[src/rtl/cmp_seq_pkg.sv]
package cmp_seq_pkg;

    typedef enum logic [1:0] {
        DM_STD = 2'b00,
        DM_C16 = 2'b01,
        DM_C10 = 2'b10
    } dec_mode_e;

    typedef enum logic [1:0] {
        ST_STD     = 2'b00,
        ST_C16     = 2'b01,
        ST_ONE_STD = 2'b10
    } seq_state_e;

    typedef struct packed {
        logic n_flag;
        logic m_flag;
        logic zero_prefix;
        logic locked;
        logic nop_form;
    } hw_fields_t;

endpackage

[src/rtl/cmp_hw_fields.sv]
module cmp_hw_fields
    import cmp_seq_pkg::*;
#(
    parameter int HW_W       = 16,
    parameter int PREFIX_W   = 5,
    parameter int MAJ_POS    = 5,
    parameter int MAJMIN_W   = 4,
    parameter logic [3:0] LOCK_CODE = 4'b0011
) (
    input  logic [HW_W-1:0] hw,
    output hw_fields_t      fields
);
    // bit k in instruction numbering is hw[HW_W-1-k]
    localparam int PFX_LO = HW_W - PREFIX_W;
    localparam int MM_HI  = HW_W - 1 - MAJ_POS;
    localparam int MM_LO  = MM_HI - MAJMIN_W + 1;

    logic [MAJMIN_W-1:0] majmin;

    always_comb begin
        majmin             = hw[MM_HI:MM_LO];
        fields.n_flag      = hw[HW_W-1];
        fields.m_flag      = hw[0];
        fields.zero_prefix = (hw[HW_W-1:PFX_LO] == '0);
        fields.locked      = (majmin == LOCK_CODE[MAJMIN_W-1:0]);
        fields.nop_form    = (hw == {1'b1, {(HW_W-1){1'b0}}});
    end

endmodule

[src/rtl/cmp_mode_next.sv]
module cmp_mode_next
    import cmp_seq_pkg::*;
(
    input  seq_state_e state,
    input  hw_fields_t fields,
    output dec_mode_e  dec_mode,
    output logic       long_len,
    output seq_state_e nxt_state,
    output logic       nop_hit
);
    always_comb begin
        dec_mode  = DM_STD;
        long_len  = 1'b1;
        nxt_state = ST_STD;
        nop_hit   = 1'b0;
        unique case (state)
            ST_C16: begin
                dec_mode = DM_C16;
                long_len = 1'b0;
                nop_hit  = fields.nop_form;
                if (fields.locked) begin
                    nxt_state = ST_C16;                 // LOCK_STAY
                end else begin
                    unique case ({fields.n_flag, fields.m_flag})
                        2'b00: nxt_state = ST_STD;      // C16_TO_STD
                        2'b01: nxt_state = ST_C16;      // C16_STAY
                        2'b10: nxt_state = ST_ONE_STD;  // C16_TO_ONE
                        default: begin
                            nxt_state = ST_C16;         // C16_IMM_STAY
                            long_len  = 1'b1;
                        end
                    endcase
                end
            end
            ST_ONE_STD: begin
                nxt_state = ST_C16;                     // ONE_TO_C16
            end
            default: begin
                if (fields.zero_prefix) begin
                    dec_mode  = DM_C10;
                    long_len  = 1'b0;
                    nxt_state = (fields.m_flag && !fields.locked) ? ST_C16 : ST_STD;
                end
            end
        endcase
    end

endmodule

[src/rtl/cmp_mode_seq.sv]
module cmp_mode_seq
    import cmp_seq_pkg::*;
#(
    parameter int WORD_W = 32,
    parameter int HW_W   = 16,
    parameter int LEN_W  = $clog2(WORD_W + 1)
) (
    input  logic              clk,
    input  logic              rst_n,
    input  logic              fetch_valid,
    input  logic              decode_ready,
    input  logic [WORD_W-1:0] fetch_word,
    output logic [1:0]        dec_mode,
    output logic [LEN_W-1:0]  consume_len,
    output logic [1:0]        next_mode,
    output logic              is_nop
);
    seq_state_e state, nxt_state;
    hw_fields_t fields;
    dec_mode_e  dmode;
    logic       long_len;
    logic       nop_hit;
    logic       accept;

    assign accept = fetch_valid && decode_ready;

    cmp_hw_fields #(.HW_W(HW_W)) u_fields (
        .hw     (fetch_word[WORD_W-1 -: HW_W]),
        .fields (fields)
    );

    cmp_mode_next u_next (
        .state     (state),
        .fields    (fields),
        .dec_mode  (dmode),
        .long_len  (long_len),
        .nxt_state (nxt_state),
        .nop_hit   (nop_hit)
    );

    always_ff @(posedge clk) begin
        if (!rst_n)      state <= ST_STD;
        else if (accept) state <= nxt_state;
    end

    always_comb begin
        dec_mode    = dmode;
        consume_len = long_len ? LEN_W'(WORD_W) : LEN_W'(HW_W);
        is_nop      = nop_hit;
        unique case (nxt_state)
            ST_C16:  next_mode = DM_C16;
            default: next_mode = DM_STD;
        endcase
    end

    AST_STALL_HOLD: assert property (@(posedge clk) disable iff (!rst_n)
        !accept |=> state == $past(state));
    AST_ONE_RETURN: assert property (@(posedge clk) disable iff (!rst_n)
        (accept && state == ST_ONE_STD) |=> state == ST_C16);
    AST_LOCK_C16: assert property (@(posedge clk) disable iff (!rst_n)
        (accept && state == ST_C16 && fields.locked) |=> state == ST_C16);
    AST_NOP_C16_ONLY: assert property (@(posedge clk) disable iff (!rst_n)
        is_nop |-> dec_mode == DM_C16);
    AST_LEN_LEGAL: assert property (@(posedge clk) disable iff (!rst_n)
        consume_len == LEN_W'(HW_W) || consume_len == LEN_W'(WORD_W));
    AST_ONE_IS_STD: assert property (@(posedge clk) disable iff (!rst_n)
        state == ST_ONE_STD |-> (dec_mode == DM_STD && next_mode == DM_C16));

endmodule

[config.mk]
export PLATFORM = sky130hd
export DESIGN_NAME = cmp_mode_seq
export DESIGN_NICKNAME = d
export VERILOG_FILES = /design/src/rtl/cmp_seq_pkg.sv /design/src/rtl/cmp_hw_fields.sv /design/src/rtl/cmp_mode_next.sv /design/src/rtl/cmp_mode_seq.sv
export SDC_FILE = /design/constraint.sdc
export NUM_CORES = 1
export LEC_CHECK = 0
export BUFFER_PORTS_ARGS = -buffer_cell sky130_fd_sc_hd__buf_2
export CORE_AREA = 10 10 47 49
export DETAILED_ROUTE_END_ITERATION = 10
export DIE_AREA = 0 0 57 59
export PLACE_DENSITY = 0.71
export SYNTH_ARGS = -nofsm -noshare
export SYNTH_HDL_FRONTEND = slang
export SYNTH_SLANG_ARGS = --single-unit
[constraint.sdc]
create_clock -name clk -period 2 [get_ports clk]
set_input_delay 0 -clock clk [delete_from_list [all_inputs] [get_ports clk]]
set_output_delay 0 -clock clk [all_outputs]
set_load 0.005 [all_outputs]
==> key figures <==
Outcome
  – Status: completed

Timing
  – Total negative slack: 0 ns
  – Tmin final: 1.68 ns
  – Setup Skew: 0.00224 ns
  – RSZ-0062 raised after global routing: no
  – Hold Vio Cnt, Final: 0
  – Achievable Freq: 597 MHz
  – Setup Viol. Count Final: 0
  – Max-slew violation count: 0
  – Final period utilization: 83.8%
  – Hold_ws: 0.0134 ns

CTS
  – H-tree depth: 1
  – Post-CTS Setup Bufs: 0
  – Post_cts resized: 0
  – CTS tree: done
  – CTS Buf Count: 3
  – Clk Latency, worst-skew pair: 0.22 ns
  – Clk slew on worst S/H paths: 0.03 ns
  – Root Driver: clkbuf_4
  – CTS Sinks: 2
  – CTS Buffer Depth: 2
  – CTS Hold Bufs: 0

Detailed routing
  – Via density: 4.79
  – DR vias: 417
  – DR DRC count: 0
  – Initial drt markers: 5
  – Post-DRT Antenna Nets: 0
  – WL per Instance: 12.4 um
  – Post-Route WL: 1080 um
  – Drt pass-1 iters: 4

Critical path
  – R2R setup slack: 0.44 ns
  – Worst Setup Start Kind: flop
  – R2R depth: 5
  – Setup CP Type: reg2out
  – RR Startpoint: state[0]$_SDFFE_PN0P_
  – Worst setup EP type: primary output
  – CP Data Required Time: 2.00 ns
  – CP Launch Point: state[0]$_SDFFE_PN0P_
  – CP Max Fanout: 7
  – Crit Reg-Reg Endpoint: state[0]$_SDFFE_PN0P_
  – Worst EP arrival: 1.68 ns

Layout
  – Max reg flops: 2
  – Syn-to-layout area delta: 38.7%
  – Top flop regs: state x2
  – Layout fillers: 161
  – Ratio of cells with drive above 1 in the final layout: 46.5%
  – Final nets: 111
  – Diodes inserted: 0
  – Biggest register: state

Pwr
  – Power Total: 170 uW
  – Pwr/cell area: 345 nW/um^2
  – Leakage Power: 0.245 nW
  – VDD IR max: 240 uV

Global route
  – Grt total ovfl: 0
  – Largest net degree at the start of global routing: 8
  – GRT Util Overall: 6.29%
  – Vias in the first global route: 388
  – Initial antenna violation count: 0
  – Global-route wire length before repair: 1750 um

Placement
  – Post-DP HPWL: 946 um
  – IO Port Bufs: 25
  – Global placer's final weighted congestion: 0.746

Worst hold path
  – HP Class: in2reg
  – Hold Startpoint: rst_n
  – Hold Path Cell Cnt: 2
  – WHS Endpoint: state[1]$_SDFFE_PN0P_

Yosys
  – Avg Inst Size Synth: 7.90 sq um
  – Post-synth EDFFs: 0
  – Area of the mapped netlist: 355 sq um
  – Ys flop type: dfxtp_1
  – Mapped Cells: 45
  – Synth warn: 0
  – Post-synthesis sequential area ratio: 11.3%
  – Share of flip-flops with an asynchronous set or reset: 0%
  – Area contributors post-synth: buf_4, dfxtp_1, ha_1
  – Synth cell types: 24
  – Area leader, netlist: buf_4
  – Yosys reg bits: 2
  – Top cell type's share of synthesized area: 12.7%

Floorplanning
  – Die Span X: 57 um
  – Core area: 1400 sq um
  – DIE AREA: 3360 sq um
  – Cell row count: 14
  – Die H: 59 um
  – I/O Pins: 47
  – Starting Density: 25.4%

Flow run
  – Max cap viols: 0
-- synth_stat cells, types with 2 or more instances --
master / count
nor3_1: 2
o21ai_1: 2
ha_1: 2
o21a_1: 2
inv_1: 4
nand4bb_1: 2
dfxtp_1: 2
nor4_1: 2
buf_4: 6
nor2_1: 3
nand3_1: 2
a21oi_1: 3
nand2_1: 2
-- how the worst max path moves through the flow --
stage                                 end  slack (ns)  cells past startpoint
floorplan           state[0]$_SDFFE_PN0P_        0.56                      5
global placement    state[0]$_SDFFE_PN0P_        0.44                      5
detailed placement  state[0]$_SDFFE_PN0P_        0.44                      5
CTS                          next_mode[0]        0.31                      6
global route                 next_mode[0]        0.20                      6
finish                       next_mode[0]        0.32                      6
-- area by class of cell --
| cell class | count | area (sq um) | area share (%) |
|---|---|---|---|
| multi-input cells | 37 | 270 | 54.8 |
| repair buffers | 25 | 125 | 25.4 |
| flip-flops and latches | 2 | 40.0 | 8.12 |
| clock buffers | 3 | 22.5 | 4.57 |
| well taps | 16 | 20.0 | 4.06 |
| inverters | 4 | 15.0 | 3.05 |
-- per-layer routing --
metal / up-vias / part of all wire, % / track usage [%]
li1: 212 / - / -
met1: 176 / 53 / 8.40
met2: 29 / 33 / 7.44
met3: 0 / 13 / 3.22
met4: 0 / 0 / 4.03
met5: - / 0 / 0
-- critical path: stages (launching register included) --
cell,delay (ns)
dfxtp_1,0.34
inv_1,0.05
ha_1,0.39
nand4bb_1,0.19
a21oi_1,0.08
o32ai_1,0.23
buf_2,0.17
-- placed cells by master (no fill, tap or decap), drive strengths merged, types with 2 or more instances in the layout --
cell	Yosys	routed
nand2	2	2
ha	2	2
o21a	2	2
a21oi	3	3
clkbuf	0	3
conb	1	5
nor4	3	3
nor3	2	2
inv	4	4
nand4bb	2	2
buf	6	25
nor2	3	3
o21ai	2	2
dfxtp	2	2
nand3	2	2
-- kinds of logic after synthesis --
family,count (synthesis),synth area share [%]
other,1,1.06
AND/OR/NAND/NOR,19,38.0
buffers and inverters,10,16.9
flip-flops,2,11.3
adder cells (fa/ha/maj),2,7.04
AO/OA/AOI/OAI,11,25.7
-- per-stage QoR --
stage | cell area [sq um] | worst slack, ns | utilization (%) | instances
2_1_floorplan | 370 | 0.564 | - | 49
3_3_place_gp | 470 | 0.444 | 33.6 | 84
3_5_place_dp | 470 | 0.439 | 33.6 | 84
4_1_cts | 493 | 0.306 | 35.2 | 87
5_1_grt | 493 | 0.201 | 35.2 | 87
6_report | 493 | 0.325 | 35.2 | 87
-- where the power goes --
| part | switching, mW | internal (mW) |
|---|---|---|
| Clock | 0.0219 | 0.0661 |
| Sequential | 0.0000280 | 0.0403 |
| Combinational | 0.0210 | 0.0207 |
| Total | 0.0429 | 0.127 |
Power figures use the tool's default switching activity.
